File: src/rtl/cxr_pkg.sv
package cxr_pkg;

    typedef enum logic [1:0] {
        PH_IDLE = 2'd0,
        PH_SAVE = 2'd1,
        PH_LOAD = 2'd2
    } phase_e;

endpackage

File: src/rtl/cxr_ctrl.sv
module cxr_ctrl
    import cxr_pkg::*;
#(
    parameter int SETS  = 8,
    parameter int IDX_W = 3
) (
    input  logic             clk,
    input  logic             rst_n,
    input  logic             sw_req,
    input  logic [IDX_W-1:0] sw_idx,
    output logic             busy,
    output logic             save_en,
    output logic             load_en,
    output logic [IDX_W-1:0] active_idx,
    output logic [IDX_W-1:0] target_idx
);

    typedef struct packed {
        phase_e           phase;
        logic [IDX_W-1:0] active;
        logic [IDX_W-1:0] target;
    } ctrl_t;

    ctrl_t ctl_d, ctl_q;

    // Sequencer: idle -> park live context -> fetch requested context -> idle
    always_comb begin
        ctl_d   = ctl_q;
        save_en = 1'b0;
        load_en = 1'b0;
        unique case (ctl_q.phase)
            PH_IDLE: begin
                if (sw_req && (sw_idx != ctl_q.active)) begin
                    ctl_d.target = sw_idx;
                    ctl_d.phase  = PH_SAVE;
                end
            end
            PH_SAVE: begin
                save_en     = 1'b1;
                ctl_d.phase = PH_LOAD;
            end
            PH_LOAD: begin
                load_en      = 1'b1;
                ctl_d.active = ctl_q.target;
                ctl_d.phase  = PH_IDLE;
            end
            default: begin
                ctl_d.phase = PH_IDLE;
            end
        endcase
    end

    always_ff @(posedge clk or negedge rst_n) begin
        if (!rst_n) begin
            ctl_q <= '{phase: PH_IDLE, active: '0, target: '0};
        end else begin
            ctl_q <= ctl_d;
        end
    end

    assign busy       = (ctl_q.phase != PH_IDLE);
    assign active_idx = ctl_q.active;
    assign target_idx = ctl_q.target;

endmodule

File: src/rtl/cxr_bank.sv
module cxr_bank #(
    parameter int WIDTH = 32,
    parameter int SETS  = 8,
    parameter int IDX_W = 3
) (
    input  logic             clk,
    input  logic             rst_n,
    input  logic             wr_en,
    input  logic [IDX_W-1:0] wr_idx,
    input  logic [WIDTH-1:0] wr_data,
    input  logic [IDX_W-1:0] rd_idx,
    output logic [WIDTH-1:0] rd_data
);

    logic [WIDTH-1:0] row_q [SETS];

    // One storage row per context, each with its own write decode
    for (genvar g = 0; g < SETS; g++) begin : g_row
        logic [WIDTH-1:0] row_d;

        always_comb begin
            row_d = row_q[g];
            if (wr_en && (wr_idx == IDX_W'(g))) begin
                row_d = wr_data;
            end
        end

        always_ff @(posedge clk or negedge rst_n) begin
            if (!rst_n) begin
                row_q[g] <= '0;
            end else begin
                row_q[g] <= row_d;
            end
        end
    end

    assign rd_data = row_q[rd_idx];

endmodule

File: src/rtl/cxr_live.sv
module cxr_live #(
    parameter int WIDTH = 32
) (
    input  logic             clk,
    input  logic             rst_n,
    input  logic             wr_en,
    input  logic [WIDTH-1:0] wr_data,
    input  logic             load_en,
    input  logic [WIDTH-1:0] load_data,
    output logic [WIDTH-1:0] q
);

    logic [WIDTH-1:0] live_d, live_q;

    // A restore from the backing array has priority over a user write
    always_comb begin
        live_d = live_q;
        if (load_en) begin
            live_d = load_data;
        end else if (wr_en) begin
            live_d = wr_data;
        end
    end

    always_ff @(posedge clk or negedge rst_n) begin
        if (!rst_n) begin
            live_q <= '0;
        end else begin
            live_q <= live_d;
        end
    end

    assign q = live_q;

endmodule

File: src/rtl/ctx_swap_reg.sv
module ctx_swap_reg #(
    parameter  int WIDTH = 32,
    parameter  int SETS  = 8,
    localparam int IDX_W = (SETS > 1) ? $clog2(SETS) : 1
) (
    input  logic             clk,
    input  logic             rst_n,
    input  logic             wr_en,
    input  logic [WIDTH-1:0] din,
    input  logic             sw_req,
    input  logic [IDX_W-1:0] sw_idx,
    output logic [WIDTH-1:0] dout,
    output logic [IDX_W-1:0] active_idx,
    output logic             busy
);

    logic             save_en;
    logic             load_en;
    logic [IDX_W-1:0] target_idx;
    logic [WIDTH-1:0] bank_rd;
    logic [WIDTH-1:0] live_q;
    logic             user_wr;

    cxr_ctrl #(
        .SETS  (SETS),
        .IDX_W (IDX_W)
    ) u_ctrl (
        .clk        (clk),
        .rst_n      (rst_n),
        .sw_req     (sw_req),
        .sw_idx     (sw_idx),
        .busy       (busy),
        .save_en    (save_en),
        .load_en    (load_en),
        .active_idx (active_idx),
        .target_idx (target_idx)
    );

    // Writes only land while no swap is running
    assign user_wr = wr_en & ~busy;

    cxr_live #(
        .WIDTH (WIDTH)
    ) u_live (
        .clk       (clk),
        .rst_n     (rst_n),
        .wr_en     (user_wr),
        .wr_data   (din),
        .load_en   (load_en),
        .load_data (bank_rd),
        .q         (live_q)
    );

    cxr_bank #(
        .WIDTH (WIDTH),
        .SETS  (SETS),
        .IDX_W (IDX_W)
    ) u_bank (
        .clk     (clk),
        .rst_n   (rst_n),
        .wr_en   (save_en),
        .wr_idx  (active_idx),
        .wr_data (live_q),
        .rd_idx  (target_idx),
        .rd_data (bank_rd)
    );

    assign dout = live_q;

endmodule

File: config.mk
export PLATFORM = sky130hd
export DESIGN_NAME = ctx_swap_reg
export DESIGN_NICKNAME = d
export VERILOG_FILES = /design/src/rtl/cxr_pkg.sv /design/src/rtl/cxr_ctrl.sv /design/src/rtl/cxr_bank.sv /design/src/rtl/cxr_live.sv /design/src/rtl/ctx_swap_reg.sv
export SDC_FILE = /design/constraint.sdc
export NUM_CORES = 1
export LEC_CHECK = 0
export ABC_CLOCK_PERIOD_IN_PS = 1850
export CAP_MARGIN = 0
export CORE_MARGIN = 4
export CORE_UTILIZATION = 45
export CTS_BUF_LIST = sky130_fd_sc_hd__clkbuf_8
export CTS_CLUSTER_SIZE = 25
export DETAILED_ROUTE_END_ITERATION = 8
export PLACE_DENSITY = 0.65
export SYNTH_ARGS = -nofsm -noshare
export SYNTH_HDL_FRONTEND = slang
export SYNTH_HIERARCHICAL = 1
export SYNTH_SLANG_ARGS = --single-unit
File: constraint.sdc
create_clock -name clk -period 1.85 [get_ports clk]
set_clock_uncertainty 0.2 [all_clocks]
set_input_delay 0.555 -clock clk [delete_from_list [all_inputs] [get_ports clk]]
set_output_delay 0.555 -clock clk [all_outputs]
set_load 0.005 [all_outputs]
==> flow_metrics.env, run 1 <==
export IMPL_finalCriticalPeriod_ps=2104
export IMPL_seq_power_share=0.341
export IMPL_dr_pass1_iters=4
export IMPL_drive_above_1_share=0.6100
export IMPL_rsz0062_at_grt="yes"
export IMPL_slew_headroom=0.7368
export IMPL_p_clk_frac=0.178
export IMPL_yosysSeqAreaShare=0.5439
export IMPL_grtUsageTotal=0.2014
export IMPL_comb_power_share=0.481
export IMPL_syn_area_per_cell_sq_um=16.19
export IMPL_gp_congestion=0.6988
export IMPL_die_h_microns=182.0
export IMPL_core_sq_um=29720
export IMPL_rows=63
export IMPL_crit_path_start_kind="register"
export IMPL_hold_viol_final=0
export IMPL_p_int_mw=21.52
export IMPL_area_growth_pct=32.57
export IMPL_violations="setup timing"
export IMPL_routed_wl_microns=34450
export IMPL_swShare=0.3165
export IMPL_synthTopCellsByArea="dfrtp_1 (54%), mux2_2 (23%), mux4_1 (7.7%)"
export IMPL_synthCells=841
export IMPL_setup_violations=290
export IMPL_io_buffers=74
export IMPL_postRouteAntennaNets=0
export IMPL_period_share=1.137
export IMPL_status="finished, violations left"
export IMPL_total_power_mw=31.49
export IMPL_grt_pass1_vias=8921
export IMPL_pwr_density_cell_nw_per_um2=1744
export IMPL_netlist_cell_type_count=34
export IMPL_drv_cap=0
export IMPL_grt_first_pass_wirelength_microns=52360
export IMPL_synth_seq_cells=296
export IMPL_switchingPower_mw=9.966
export IMPL_fin_nets=1107
export IMPL_tightestPinTransition_ps=394.9
export IMPL_diodes=0
export IMPL_drv_slew=0
export IMPL_nFillCells=2239
export IMPL_die_w_microns=182.0
export IMPL_synth_fp_nets=880
export IMPL_cts_path_max_buffers=3
export IMPL_grt_ovfl_total=0
export IMPL_crit_path_end_kind="register"
export IMPL_synth_edf_count=0
export IMPL_cts_tree="done"
export IMPL_fin_setup_tns_ps=-50450
export IMPL_hold_path_class="primary input to async pin"
export IMPL_yosys_area_top_type="dfrtp_1"
export IMPL_hpwl_microns=17770
export IMPL_drt_iter0_markers=446
export IMPL_htreeDepth=2
export IMPL_clkSinkCount=296
export IMPL_cp_arrival_ps=2360
export IMPL_power_leakage_nw=8.475
export IMPL_synth_area_sq_um=13620
export IMPL_grt_max_degree=62
export IMPL_fp_dieArea_sq_um=33110
export IMPL_vias=8126
export IMPL_synth_warnings=6
export IMPL_wl_per_cell_microns=23.12
export IMPL_routed_via_density=5.454
export IMPL_antenna_found_initial=0
export IMPL_worst_slack_ps=-254.0
export IMPL_async_flop_share=1.000
export IMPL_synth_main_ff_cell="dfrtp_1"
export IMPL_clk_pin_slew_ps=60
export IMPL_initial_core_util=0.4583
export IMPL_cts_buffers=52
export IMPL_clock_root_buffer="clkbuf_8"
export IMPL_yosys_area_top_type_share=0.5439
export IMPL_worstSetupPathType="register to register"
export IMPL_cp_data_required_time_ps=2100
export IMPL_cp_max_fo=6
export IMPL_drc_errors=0
export IMPL_fmax_mhz=475.3
export IMPL_peakVddDrop_mv=0.9449
export IMPL_clk_latency_ps=580
export IMPL_num_io_pins=75
==> registers in the layout, indices dropped and copies added (netlist names) <==
signal / count
u_ctrl/target_idx: 3
u_ctrl/active_idx: 3
u_live/q: 32
u_ctrl/ctl_q: 2
u_bank/row_q: 256
==> critical path, stage by stage, from the launching register on <==
cell and delay [ps]:
dfrtp_1 400, buf_4 150, and2b_2 240, buf_4 160, nand4b_1 100, buf_6 170, buf_6 130, buf_16 120
mux2_2 330
==> synthesized netlist by cell type (8+ instances only) <==
| cell | number |
|---|---|
| buf_2 | 29 |
| mux2_2 | 281 |
| nand2_1 | 33 |
| mux2_1 | 11 |
| o21ai_1 | 28 |
| dfrtp_1 | 296 |
| buf_4 | 18 |
| mux4_1 | 40 |
| mux4_2 | 24 |
| mux2i_1 | 32 |
| buf_6 | 8 |
==> placed cells by master (no fill, tap or decap), drive strengths merged, types with 23 or more instances in the layout <==
cell           synthesis  final
buf                   61    194
mux4                  64     64
inv                    1     23
nand2                 33     33
mux2                 293    293
o21ai                 33     33
clkdlybuf4s50          0     37
clkbuf                 5     69
mux2i                 32     32
dfrtp                296    296
==> cell families after synthesis <==
| group | synth area share |
|---|---|
| flip-flops | 0.5439 |
| buffers and inverters | 0.03436 |
| AND/OR/NAND/NOR | 0.02141 |
| AO/OA/AOI/OAI | 0.01553 |
| XOR/XNOR | 0.001930 |
| multiplexers | 0.3829 |
==> power by group through the flow <==
stage / combinational [mW] / clock [mW] / sequential, mW
after CTS: 14.7 / 5.76 / 10.6
after global routing: 16.2 / 6.05 / 11.0
after floorplan: 8.71 / 0 / 10.7
final: 15.2 / 5.60 / 10.7
after global placement: 12.6 / 0 / 10.7
after detailed placement: 12.8 / 0 / 10.7
==> area by class of cell <==
| class | count | area [sq um] | share of cell area |
|---|---|---|---|
| Clock buffer | 62 | 853.3 | 0.04726 |
| Clock inverter | 24 | 102.6 | 0.005683 |
| Inverter | 1 | 3.754 | 0.0002079 |
| Multi-Input combinational cell | 478 | 6351 | 0.3518 |
| Sequential cell | 296 | 7413 | 0.4106 |
| Tap cell | 390 | 488.0 | 0.02703 |
| Timing Repair Buffer | 239 | 2843 | 0.1575 |
==> per-layer routing <==
layer,wire (microns),share of wire,track usage
met4,583,0.017,0.04863
met5,0,0,0
met1,15880,0.46,0.2891
met2,16440,0.48,0.3257
met3,1550,0.045,0.03165
==> final timing paths <==
check                      cells past startpoint              from                 to  slack, ps
min reg2reg                                    1  u_bank/row_q[30]   u_bank/row_q[30]        300
min in group clk                               1  u_bank/row_q[30]   u_bank/row_q[30]        300
min                                            2             rst_n  u_bank/row_q[189]        230
max in group asynchronous                      3             rst_n       u_live/q[15]        610
max                                            8   u_ctrl/ctl_q[6]   u_bank/row_q[81]       -250
max reg2reg                                    8   u_ctrl/ctl_q[6]   u_bank/row_q[81]       -250
==> per-stage QoR <==
stage	worst slack (ps)	cell area [sq um]	hold slack (ps)	util	instances
floorplan	-54.89	13970	59.41	-	841
global placement	-418.0	15800	224.1	0.5317	1342
detailed placement	-426.3	15800	223.0	0.5317	1342
CTS	-256.6	17720	194.1	0.5964	1485
global route	-302.8	18050	213.3	0.6076	1490
finish	-254.0	18050	226.1	0.6076	1490
==> timing repair <==
action                                 CTS  global route
pin swaps                                4             6
endpoints found under the hold margin  225             0
resized for setup                      248           102
setup buffers                           39             8
setup endpoints to repair              211           327
hold buffers                             1             0
cloned                                  19            11
No activity file was read; power rests on OpenSTA's default activity.
==> run 2, diff against run 1 <==
--- a/config.mk
+++ b/config.mk
@@ -12,6 +12,8 @@
 export CTS_BUF_LIST = sky130_fd_sc_hd__clkbuf_8
 export CTS_CLUSTER_SIZE = 25
 export DETAILED_ROUTE_END_ITERATION = 8
+export GPL_ROUTABILITY_DRIVEN = 0
+export GPL_TIMING_DRIVEN = 0
 export PLACE_DENSITY = 0.65
 export SYNTH_ARGS = -nofsm -noshare
 export SYNTH_HDL_FRONTEND = slang
==> run 2 against run 1 <==
  * Total power rose by 1.7%
  * Utilization increased by 0.93 points
  * Sequential cell count stayed put
  * Highest routed layer unchanged
  * First-iteration DRC count is 4.7% lower
  * The run ends with hold timing, setup timing left
  * Register-to-register slack worse by 30 ps
  * Largest cell class unchanged
  * Die area unchanged
  * Sequential power about the same
  * Combinational power hardly changed
  * Routed wire length is 0.89% higher
==> flow_metrics.env, run 2 (synthesized netlist as in run 1, its figures left out) <==
export IMPL_whs_ps=-300.4
export IMPL_dr_pass1_iters=4
export IMPL_comb_power_share=0.483
export IMPL_drive_above_1_share=0.6451
export IMPL_drv_cap=0
export IMPL_p_int_mw=21.89
export IMPL_postRouteAntennaNets=0
export IMPL_fin_util=0.6169
export IMPL_worst_slack_ps=-279.4
export IMPL_post_place_ws_ps=-547.5
export IMPL_pwr_density_cell_nw_per_um2=1746
export IMPL_violations="hold timing, setup timing"
export IMPL_clk_latency_ps=580
export IMPL_clkSinkCount=296
export IMPL_cts_buffers=51
export IMPL_layout_common_cells="dfrtp_1 (264), mux2_4 (155), mux2_2 (138)"
export IMPL_clock_root_buffer="clkbuf_8"
export IMPL_period_share=1.151
export IMPL_grt_max_degree=108
export IMPL_placement_cell_area_sq_um=15260
export IMPL_antenna_found_initial=0
export IMPL_drt_iter0_markers=425
export IMPL_p_clk_frac=0.178
export IMPL_rows=63
export IMPL_final_common_cell="dfrtp_1"
export IMPL_seq_power_share=0.339
export IMPL_largest_reg_flops=256
export IMPL_fp_dieArea_sq_um=33110
export IMPL_die_w_microns=182.0
export IMPL_fin_area_sq_um=18330
export IMPL_fin_setup_tns_ps=-54590
export IMPL_num_io_pins=75
export IMPL_regArea_sq_um=7447
export IMPL_drv_slew=0
export IMPL_grt_ovfl_total=0
export IMPL_finalCriticalPeriod_ps=2129
export IMPL_top_register="u_bank/row_q"
export IMPL_crit_path_top_delay_cell="dfrtp_1"
export IMPL_routed_wl_microns=34760
export IMPL_clk_pin_slew_ps=60
export IMPL_hold_viol_final=92
export IMPL_cp_arrival_ps=2390
export IMPL_crit_chain="buf_6 > and2b_4 > nor4bb_1 > buf_4 > buf_12 > mux2_4"
export IMPL_htreeDepth=2
export IMPL_die_h_microns=182.0
export IMPL_status="finished, violations left"
export IMPL_nFillCells=2201
export IMPL_area_growth_pct=34.60
export IMPL_crit_path_max_incr_delay_ps=400
export IMPL_core_sq_um=29720
export IMPL_grtUsageTotal=0.2039
export IMPL_grt_pass1_vias=8754
export IMPL_cts_path_max_buffers=3
export IMPL_grt_first_pass_wirelength_microns=52720
export IMPL_tightestPinTransition_ps=567.2
export IMPL_wl_per_cell_microns=23.39
export IMPL_dp_cells=1307
export IMPL_peakVddDrop_mv=0.9813
export IMPL_routed_via_density=5.488
export IMPL_rsz0062_at_grt="yes"
export IMPL_cts_tree="done"
export IMPL_fin_nets=1105
export IMPL_vias=8155
export IMPL_initial_core_util=0.4583
export IMPL_crit_path_start_kind="register"
export IMPL_fin_cells=1486
export IMPL_swShare=0.3162
export IMPL_io_buffers=74
export IMPL_slew_headroom=0.6218
export IMPL_fmax_mhz=469.6
export IMPL_hold_path_class="primary input to async pin"
export IMPL_multi_input_area_sq_um=6319
export IMPL_crit_path_end_kind="register"
export IMPL_cp_max_fo=10
export IMPL_power_leakage_nw=8.491
export IMPL_setup_violations=308
export IMPL_diodes=0
export IMPL_drc_errors=0
export IMPL_worstSetupPathType="register to register"
export IMPL_total_power_mw=32.01
export IMPL_hpwl_microns=18050
export IMPL_cp_data_required_time_ps=2110
export IMPL_switchingPower_mw=10.12
-- run 2: cell types whose count changed in the layout (fill, tap and decap cells not counted), moves of 4 or more --
cell	delta
buf_16	+4
mux2_4	-7
buf_6	+25
dfrtp_1	-29
buf_4	-9
inv_1	-7
dfrtp_2	+30
buf_2	-24
mux2_2	+9
buf_8	-4
-- run 2: routing by layer --
metal,global-route usage,part of all wire
met2,0.3186,0.47
met3,0.03446,0.039
met5,0,0
met4,0.04623,0.014
met1,0.3025,0.48
-- run 2: power groups by stage --
stage / clock network, mW / registers (mW) / logic (mW)
2_1_floorplan: 0 / 10.7 / 8.71
3_3_place_gp: 0 / 11.4 / 11.2
3_5_place_dp: 0 / 11.4 / 11.4
4_1_cts: 5.83 / 10.7 / 14.5
5_1_grt: 6.16 / 11.2 / 16.4
6_report: 5.69 / 10.9 / 15.5
-- run 2: what timing repair did --
item	CTS	global route
buffers inserted	69	18
hold endpoints to repair	92	92
gates cloned	17	9
pin swaps	4	5
endpoints found under the setup margin	316	409
resized for setup	356	106
-- run 2: cell type report --
| type | count | area share |
|---|---|---|
| Multi-Input combinational cell | 478 | 0.3447 |
| Clock buffer | 64 | 0.04805 |
| Buffer | 56 | 0.04573 |
| Timing Repair Buffer | 182 | 0.1239 |
| Tap cell | 390 | 0.02662 |
| Clock inverter | 19 | 0.004573 |
| Sequential cell | 296 | 0.4063 |
| Inverter | 1 | 0.0002048 |
-- run 2: final timing paths --
check,slack (ps),depth (start not counted),from,endpoint
setup / recovery,-280,6,u_ctrl/ctl_q[7],u_bank/row_q[122]
hold / removal,-300,1,rst_n,u_bank/row_q[34]
setup reg to reg,-280,6,u_ctrl/ctl_q[7],u_bank/row_q[122]
hold reg to reg,300,1,u_bank/row_q[27],u_bank/row_q[27]
max in group asynchronous,330,3,rst_n,u_live/q[17]
min in group clk,300,1,u_bank/row_q[27],u_bank/row_q[27]
-- run 2: worst max-delay path: cells and delay by family (launching register included) --
family / cells / cell delay (ps)
DFF: 1 / 400
buffers and inverters: 3 / 610
and+or+nand+nor: 2 / 480
muxes: 1 / 310
